## src/rtl/gpio_bank_pkg.sv

```systemverilog
package gpio_bank_pkg;

    // Word map of the register port
    localparam int ADDR_PIN_IN   = 32;
    localparam int ADDR_GRP_OUT  = 33;
    localparam int ADDR_INT_STAT = 34;
    localparam int ADDR_CFG_BASE = 64;

    // Per-pin control word (bit positions are software visible)
    typedef struct packed {
        logic [6:0] rsv_hi;     // [31:25]
        logic       pad_lvl;    // [24] read-only input level
        logic [6:0] rsv_mid;    // [23:17]
        logic       out_val;    // [16]
        logic       in_off;     // [15]
        logic [2:0] fsel;       // [14:12]
        logic       alt_inv;    // [11]
        logic       grp_out;    // [10]
        logic       dir_out;    // [9]
        logic       od;         // [8]
        logic [3:0] int_mode;   // [7:4]
        logic [1:0] pwr_sel;    // [3:2]
        logic [1:0] pull;       // [1:0]
    } pin_ctrl_t;

    typedef struct packed {
        logic [1:0] drive;
        logic       slew;
    } pad_cfg_t;

    localparam logic [31:0] CTRL_WR_MASK = 32'h0001_FFFF;
    localparam logic [31:0] CTRL_RST_VAL = 32'h0000_0040;
    localparam logic [1:0]  PWR_OFF      = 2'd2;

    typedef enum logic [3:0] {
        IM_LVL_LO = 4'd0,
        IM_LVL_HI = 4'd1,
        IM_OFF    = 4'd4,
        IM_RISE   = 4'd13,
        IM_FALL   = 4'd14,
        IM_BOTH   = 4'd15
    } int_mode_e;

    typedef struct packed {
        logic lo;
        logic hi;
        logic rise;
        logic fall;
    } det_sel_t;

    function automatic det_sel_t decode_mode(input logic [3:0] code);
        det_sel_t d;
        d = '0;
        case (code)
            IM_LVL_LO: d.lo   = 1'b1;
            IM_LVL_HI: d.hi   = 1'b1;
            IM_RISE:   d.rise = 1'b1;
            IM_FALL:   d.fall = 1'b1;
            IM_BOTH: begin
                d.rise = 1'b1;
                d.fall = 1'b1;
            end
            default: d = '0;
        endcase
        return d;
    endfunction

endpackage

```

## src/rtl/gpio_pad_drive.sv

```systemverilog
module gpio_pad_drive
    import gpio_bank_pkg::*;
#(
    parameter int NALT = 7
) (
    input  logic [2:0]      fsel,
    input  logic            alt_inv,
    input  logic            grp_out,
    input  logic            out_val,
    input  logic            dir_out,
    input  logic            od,
    input  logic            gated,
    input  logic            grp_bit,
    input  logic [NALT-1:0] alt,
    output logic            pad_o,
    output logic            pad_oe
);

    logic       src;
    logic       drive;
    logic [2:0] alt_idx;

    assign alt_idx = fsel - 3'd1;
    assign drive   = dir_out && !gated;

    always_comb begin
        if (fsel == 3'd0) begin
            src = grp_out ? grp_bit : out_val;
        end else if (int'(fsel) <= NALT) begin
            src = alt[alt_idx] ^ alt_inv;
        end else begin
            src = 1'b0;
        end
    end

    always_comb begin
        if (od) begin
            pad_o  = 1'b0;
            pad_oe = drive && !src;
        end else begin
            pad_o  = drive && src;
            pad_oe = drive;
        end
    end

endmodule

```

## src/rtl/gpio_input_path.sv

```systemverilog
module gpio_input_path
    import gpio_bank_pkg::*;
#(
    parameter int NPINS = 32
) (
    input  logic               clk,
    input  logic               rst,
    input  logic [NPINS-1:0]   pad_in,
    input  logic [NPINS-1:0]   enable,
    input  logic [NPINS*4-1:0] mode,
    input  logic [NPINS-1:0]   clear,
    output logic [NPINS-1:0]   level,
    output logic [NPINS-1:0]   status
);

    logic [NPINS-1:0] sync1, sync2, sync3;
    logic [NPINS-1:0] event_hit;

    always_ff @(posedge clk) begin
        if (rst) begin
            sync1 <= '0;
            sync2 <= '0;
            sync3 <= '0;
        end else begin
            sync1 <= pad_in;
            sync2 <= sync1;
            sync3 <= sync2;
        end
    end

    assign level = sync2 & enable;

    for (genvar i = 0; i < NPINS; i++) begin : g_det
        det_sel_t sel;
        assign sel = decode_mode(mode[i*4 +: 4]);
        assign event_hit[i] = enable[i] &&
            ((sel.lo   && !sync2[i]) ||
             (sel.hi   &&  sync2[i]) ||
             (sel.rise &&  sync2[i] && !sync3[i]) ||
             (sel.fall && !sync2[i] &&  sync3[i]));
    end

    always_ff @(posedge clk) begin
        if (rst) begin
            status <= '0;
        end else begin
            status <= (status & ~clear) | event_hit;
        end
    end

endmodule

```

## src/rtl/gpio_bank_ctrl.sv

```systemverilog
module gpio_bank_ctrl
    import gpio_bank_pkg::*;
#(
    parameter int NPINS  = 32,
    parameter int NALT   = 7,
    parameter int ADDR_W = 7
) (
    input  logic                  clk,
    input  logic                  rst,
    input  logic                  bus_wr,
    input  logic [ADDR_W-1:0]     bus_addr,
    input  logic [31:0]           bus_wdata,
    output logic [31:0]           bus_rdata,
    input  logic [NPINS-1:0]      pad_in,
    output logic [NPINS-1:0]      pad_out,
    output logic [NPINS-1:0]      pad_oe,
    output logic [NPINS*2-1:0]    pad_pull,
    output logic [NPINS-1:0]      pad_slew,
    output logic [NPINS*2-1:0]    pad_drive,
    input  logic [NPINS*NALT-1:0] alt_fn,
    output logic                  irq
);

    localparam int PIN_W = (NPINS > 1) ? $clog2(NPINS) : 1;

    pin_ctrl_t             ctrl_q [NPINS];
    pad_cfg_t              cfg_q  [NPINS];
    logic [NPINS-1:0]      grp_q;
    logic [NPINS*32-1:0]   ctrl_flat;
    logic [NPINS*4-1:0]    mode_flat;
    logic [NPINS-1:0]      in_en;
    logic [NPINS-1:0]      in_lvl;
    logic [NPINS-1:0]      int_stat;
    logic [NPINS-1:0]      stat_clr;
    logic [PIN_W-1:0]      idx;
    logic                  ctrl_hit;
    logic                  cfg_hit;
    pin_ctrl_t             rd_ctrl;

    assign idx      = bus_addr[PIN_W-1:0];
    assign ctrl_hit = int'(bus_addr) < NPINS;
    assign cfg_hit  = (int'(bus_addr) >= ADDR_CFG_BASE) &&
                      (int'(bus_addr) < ADDR_CFG_BASE + NPINS);

    // Register writes
    always_ff @(posedge clk) begin
        if (rst) begin
            for (int i = 0; i < NPINS; i++) begin
                ctrl_q[i] <= pin_ctrl_t'(CTRL_RST_VAL);
                cfg_q[i]  <= '0;
            end
            grp_q <= '0;
        end else if (bus_wr) begin
            if (ctrl_hit) begin
                ctrl_q[idx] <= pin_ctrl_t'(bus_wdata & CTRL_WR_MASK);
            end
            if (cfg_hit) begin
                cfg_q[idx] <= '{drive: bus_wdata[5:4], slew: bus_wdata[0]};
            end
            if (bus_addr == ADDR_W'(ADDR_GRP_OUT)) begin
                grp_q <= bus_wdata[NPINS-1:0];
            end
        end
    end

    assign stat_clr = (bus_wr && bus_addr == ADDR_W'(ADDR_INT_STAT)) ?
                      bus_wdata[NPINS-1:0] : '0;

    // Read mux
    always_comb begin
        bus_rdata = '0;
        rd_ctrl   = ctrl_q[idx];
        rd_ctrl.pad_lvl = in_lvl[idx];
        if (ctrl_hit) begin
            bus_rdata = rd_ctrl;
        end else if (cfg_hit) begin
            bus_rdata = {26'b0, cfg_q[idx].drive, 3'b0, cfg_q[idx].slew};
        end else if (bus_addr == ADDR_W'(ADDR_PIN_IN)) begin
            bus_rdata[NPINS-1:0] = in_lvl;
        end else if (bus_addr == ADDR_W'(ADDR_GRP_OUT)) begin
            bus_rdata[NPINS-1:0] = grp_q;
        end else if (bus_addr == ADDR_W'(ADDR_INT_STAT)) begin
            bus_rdata[NPINS-1:0] = int_stat;
        end
    end

    // Per-pin output path and static pad settings
    for (genvar i = 0; i < NPINS; i++) begin : g_pin
        logic gated;
        assign gated = ctrl_q[i].pwr_sel == PWR_OFF;
        assign in_en[i] = !ctrl_q[i].in_off && !gated;
        assign mode_flat[i*4 +: 4]  = ctrl_q[i].int_mode;
        assign ctrl_flat[i*32 +: 32] = ctrl_q[i];
        assign pad_pull[i*2 +: 2]   = ctrl_q[i].pull;
        assign pad_slew[i]          = cfg_q[i].slew;
        assign pad_drive[i*2 +: 2]  = cfg_q[i].drive;

        gpio_pad_drive #(.NALT(NALT)) u_drv (
            .fsel    (ctrl_q[i].fsel),
            .alt_inv (ctrl_q[i].alt_inv),
            .grp_out (ctrl_q[i].grp_out),
            .out_val (ctrl_q[i].out_val),
            .dir_out (ctrl_q[i].dir_out),
            .od      (ctrl_q[i].od),
            .gated   (gated),
            .grp_bit (grp_q[i]),
            .alt     (alt_fn[i*NALT +: NALT]),
            .pad_o   (pad_out[i]),
            .pad_oe  (pad_oe[i])
        );
    end

    gpio_input_path #(.NPINS(NPINS)) u_in (
        .clk    (clk),
        .rst    (rst),
        .pad_in (pad_in),
        .enable (in_en),
        .mode   (mode_flat),
        .clear  (stat_clr),
        .level  (in_lvl),
        .status (int_stat)
    );

    assign irq = |int_stat;

endmodule

```

## config.mk

```make
export PLATFORM = sky130hd
export DESIGN_NAME = gpio_bank_ctrl
export DESIGN_NICKNAME = d
export VERILOG_FILES = /design/src/rtl/gpio_bank_pkg.sv /design/src/rtl/gpio_pad_drive.sv /design/src/rtl/gpio_input_path.sv /design/src/rtl/gpio_bank_ctrl.sv
export SDC_FILE = /design/constraint.sdc
export NUM_CORES = 2
export LEC_CHECK = 0
export ABC_AREA = 1
export BUFFER_PORTS_ARGS = -buffer_cell sky130_fd_sc_hd__buf_2
export CAP_MARGIN = 10
export CORE_ASPECT_RATIO = 0.7
export CORE_UTILIZATION = 38
export DETAILED_ROUTE_END_ITERATION = 10
export HOLD_SLACK_MARGIN = 0.15
export SKIP_LAST_GASP = 1
export SYNTH_ARGS = -nofsm -noshare
export SYNTH_HDL_FRONTEND = slang
export SYNTH_SLANG_ARGS = --single-unit
```

## constraint.sdc

```tcl
create_clock -name clk -period 2.5 [get_ports clk]
set_input_delay 0.125 -clock clk [delete_from_list [all_inputs] [get_ports clk]]
set_output_delay 0.125 -clock clk [all_outputs]
set_load 0.05 [all_outputs]
```

-- Yosys cells after proc, flatten, opt, wreduce, memory -nomap -nowiden
Memories as Yosys holds them, arrays and structs flattened.
Index checks and enable logic that the tools add are counted.
- bits in registers: 160
- bits in writable memories: 640
- bits of input ports: 298
- output and inout bits: 257
- word-level logic and storage cells: 1360
- memories kept: 2
- add/subtract/negate cells: 32
- $lt $le $gt $ge: 36
- eq/ne operators: 163
- multiplexer cells: 344
- bitwise gates (word level): 36
- reductions and logical operators: 742
- memory list (memory ; words ; bits a word ; rd ports ; clocked after memory_dff ; write ports ; RTL line ; source):
    ctrl_q ; 32 ; 17 ; 33 ; 0 ; 32 ; gpio_bank_ctrl.sv:26 ; pin_ctrl_t ctrl_q [NPINS];
    cfg_q ; 32 ; 3 ; 33 ; 0 ; 32 ; gpio_bank_ctrl.sv:27 ; pad_cfg_t cfg_q [NPINS];
- operator list (cell ; number):
    $eq 4x4->1 const B ; 96
    $logic_and 1x1->1 ; 354
    $mux 1 ; 301
    $mux 32 ; 6
    $logic_not 1->1 ; 160
    $eq 4x1->1 const B ; 32
    $logic_not 4->1 ; 32
    $lt 3x4->1 const B ; 32
    $reduce_or 2->1 ; 64
    $bmux 1 s3 ; 32
    $logic_not 3->1 ; 32
    $logic_or 1x1->1 ; 96
    $sub 3x1->3 const B ; 32
    $and 32x32->32 ; 2
    $eq 2x2->1 const B ; 32
    $not 32->32 ; 1
    $or 32x32->32 ; 1
    $reduce_or 32->1 ; 1
    $xor 1x1->1 ; 32
    $eq 7x6->1 const B ; 3
    $mux 17 ; 1
    $reduce_or 17->1 ; 1
    $mux 5 ; 2
    $ge 7x7->1 const B ; 1
    other kinds (7) ; 7

-- Longest topological paths before layout
An unclocked memory read counts as a cell.
- depth after elaboration: 10
- depth in mapped cells: 14
- gate-level depth less buffers: 13

-- Hierarchy
From an unflattened synthesis, not the netlist that was laid out.
- cell total of the unflattened synthesis: 6091
- area total of the unflattened synthesis: 45484.9 um2
- modules (own cells, without submodules) (module ; instances ; cells each ; area an instance (um2) ; sequential area each (um2)):
    gpio_bank_ctrl ; 1 ; 3583 ; 32227.2 ; 19859.0
    gpio_pad_drive ; 32 ; 48 ; 224.0 ; 0.0
    gpio_input_path ; 1 ; 972 ; 6090.8 ; 2562.5

-- Worst setup path before layout
OpenSTA, ideal clock, no wires.
- path kind: in2reg
- start point: input port bus_addr[5]
- end point: memory ctrl_q[10][0] (netlist bit) (enable)
- library setup time: 0.374 ns
- arrival: 1.629 ns
- data required time: 2.126 ns
- slack: 0.497 ns
- stages on the path: 7
- path buffers: 2
- cells stage by stage: nor2_4 > nand3_2 > buf_2 > nor3_1 > inv_2 > buf_2 > nand2_1
- RTL lines (what ; RTL line ; source):
    start: declaration ; gpio_bank_ctrl.sv:11 ; input logic [ADDR_W-1:0] bus_addr,
    end: declaration ; gpio_bank_ctrl.sv:26 ;

==> qor.yml <==
status: "finished, violations left"
violations: "negative setup slack"
final_common_cell: "nand2_1"
routedWlPerCell_um: 24.4
area_growth_pct: 31.1
critical_path_arrival_ns: 2.53
synth-adder-area-share_pct: 1.91
port_buffers: 554
drc: 0
synth_async_sr_flop_share_pct: 0
cts_tree: "done"
period_share_pct: 106
drt-total-wl_mm: 176
slew_violations: 0
fmax_ghz: 0.376
synth-main-ff-cell: "edfxtp_1"
numCtsBuffers: 84
synth-xor-area-share_pct: 0.689
synth.avg_cell_area_um2: 8.50
p_sw_share_pct: 29.9
initial_core_util_pct: 38.5
antenna_found_initial: 8
syn_area_um2: 41900
drt_iter0_drc: 4697
worst_setup_path_end_kind: "output port"
tns_ns: -0.531
p_int_mw: 24.2
cp_max_fo: 3
htree_levels: 3
gp_congestion: 0.978
syn-num-nets: 5299
core-area_um2: 109000
yosys_warnings: 0
die_area_um2: 112000
max_cap_viol_count: 0
p_leak_nw: 23.5
peakVddDrop_mv: 0.413
synth_compound_area_share_pct: 12.9
grt_max_degree: 137
clk_pin_slew_worst_paths_ns: 0.06
vias: 39400
die_y_um: 280
finalHoldViolCount: 0
synth-seq-area-share_pct: 53.5
cp-startpoint: "ctrl_q[6][12]"
setup_ws_ns: -0.159
yosys.area_share.simple_pct: 21.3
slew_headroom_pct: 43.4
grt_pass1_vias: 36800
worst_pin_slew_ns: 0.850
grt_overflow: 0
most-common-layout-cells: "nand2_1, nor2_1, edfxtp_1"
nFillCells: 10200
viasPerCell: 5.47
path_class: "reg2out"
dpl.hpwl_mm: 126
setup_viol: 16
skew_ns: 0.0172
nets: 6063
clock_latency_ns: 0.69
antenna_left: 0
synth_top_family_by_area: "simple AND/OR/NAND/NOR gates"
firstDrtPassIters: 6
min-delay-start: "pad_in[31]"
post-route-util_pct: 50.5
syn-instance-count: 4937
crit_required_ns: 2.38
num_io_pins: 555
num_rows: 101
die_x_um: 399
multiInputGateArea_um2: 17900
post-route-min-period_ns: 2.66
p_total_mw: 34.6
final_layout_size_suffix_gt1_share_pct: 30.3
rsz0062_at_grt: "true"
clock_path_buffers: 3
power_density_nw_per_um2: 629
cp-start-kind: "flip-flop"
clockPowerShare_pct: 36.9
synth-edff-count: 640
synth.ff_latch_count: 800
p_sw_mw: 10.4
hold_path.class: "in2reg"
power_frac_seq_pct: 44.8
grt_pass1_wl_mm: 248
regArea_um2: 22400
cts_sinks: 800
synth_cell_types: 40
grtUsageTotal_pct: 30.5
combPwrFrac_pct: 18.3
synthMuxAreaShare_pct: 0
rr_startpoint: "u_in.sync2[17]"
root_buffer: "clkbuf_16"
final cells by class:
| type | count | share of cell area (%) |
|---|---|---|
| well taps | 1442 | 3.28 |
| clock buffers | 111 | 4.25 |
| diodes | 1 | 0.00455 |
| clock inverters | 44 | 0.639 |
| repair buffers | 1052 | 14.6 |
| multi-input cells | 3196 | 32.5 |
| flip-flops and latches | 800 | 40.8 |
| inverters | 567 | 3.97 |
path summary, 6_finish.rpt:
kind	slack, ns	end	depth (start not counted)
max	-0.16	bus_rdata[12]	10
min	0.18	u_in.sync1[31]	4
max reg2reg	1.01	u_in.status[17]	5
min reg2reg	0.40	u_in.sync2[8]	2
stage by stage:
step / hold WS (ns) / std cells / worst slack [ns] / instance area, um^2
5_1_grt: 0.182 / 7213 / -0.204 / 55000
6_report: 0.181 / 7213 / -0.159 / 55000
3_3_place_gp: 0.334 / 6824 / -0.451 / 47300
2_1_floorplan: 0.232 / 4937 / 0.497 / 41900
4_1_cts: 0.150 / 7147 / -0.134 / 52800
3_5_place_dp: 0.337 / 6824 / -0.432 / 47300
worst max-delay path: stages, from the launching register on:
cell      delay, ns
edfxtp_1       0.42
inv_2          0.12
buf_4          0.12
o22ai_1        0.15
o21ai_2        0.31
nand2_2        0.16
nor2_4         0.15
nand2_1        0.07
nand2_1        0.08
nand2_2        0.09
buf_6          0.18
timing repair:
item / in CTS / in global routing
hold endpoints to repair: 372 / 0
resized for setup: 487 / 469
setup endpoints to repair: 82 / 81
buffers inserted: 96 / 69
hold buffers: 75 / 0
pin swaps: 133 / 252
Yosys cell counts, types with 10 or more instances:
library cell  count  share of area [%]
nand2_1        1032                9.2
nor2_1          881                7.9
edfxtp_1        640                 46
inv_1           532                4.8
o21ai_0         267                3.2
nand3_1         209                2.5
a21oi_1         191                2.3
dfxtp_1         160                7.6
clkbuf_1        151                1.4
o22ai_1         138                2.1
buf_4           128                2.3
a22oi_1         121                2.2
o211ai_1         89                1.6
buf_2            67               0.80
ha_1             64                1.9
inv_2            32               0.29
buf_1            28               0.25
xor2_1           27               0.56
nand4_1          25               0.37
a211oi_1         21               0.38
nand3b_1         18               0.32
nor3_2           18               0.43
o31ai_1          10               0.18
power by group through the flow:
| stage | Sequential [mW] | Combinational [mW] | Clock [mW] |
|---|---|---|---|
| 3_3_place_gp | 15.8 | 5.07 | 0 |
| 4_1_cts | 15.5 | 5.73 | 12.8 |
| 6_report | 15.5 | 6.33 | 12.7 |
| 3_5_place_dp | 15.8 | 5.10 | 0 |
| 5_1_grt | 15.5 | 6.69 | 13.3 |
| 2_1_floorplan | 15.8 | 2.94 | 0 |
cell families after synthesis:
| group | count (synthesis) |
|---|---|
| AND/OR/NAND/NOR | 2213 |
| buffers and inverters | 941 |
| AO/OA/AOI/OAI | 886 |
| flip-flops | 800 |
| adder cells (fa/ha/maj) | 64 |
| XOR/XNOR | 33 |
registers in the layout, indices dropped and copies added, names as in the netlist:
register     cells
u_in.sync1      32
ctrl_q         544
u_in.status     32
grp_q           32
cfg_q           96
u_in.sync3      32
u_in.sync2      32
metal layers:
| layer | GRT usage (%) | share of wire [%] | up-vias |
|---|---|---|---|
| met3 | 6.92 | 11 | 298 |
| li1 | - | - | 17900 |
| met4 | 8.99 | 3.1 | 14 |
| met1 | 42.9 | 41 | 19000 |
| met5 | 0 | 0.052 | - |
| met2 | 46.8 | 45 | 2198 |
Note: power is estimated with default switching activity, not from simulation.
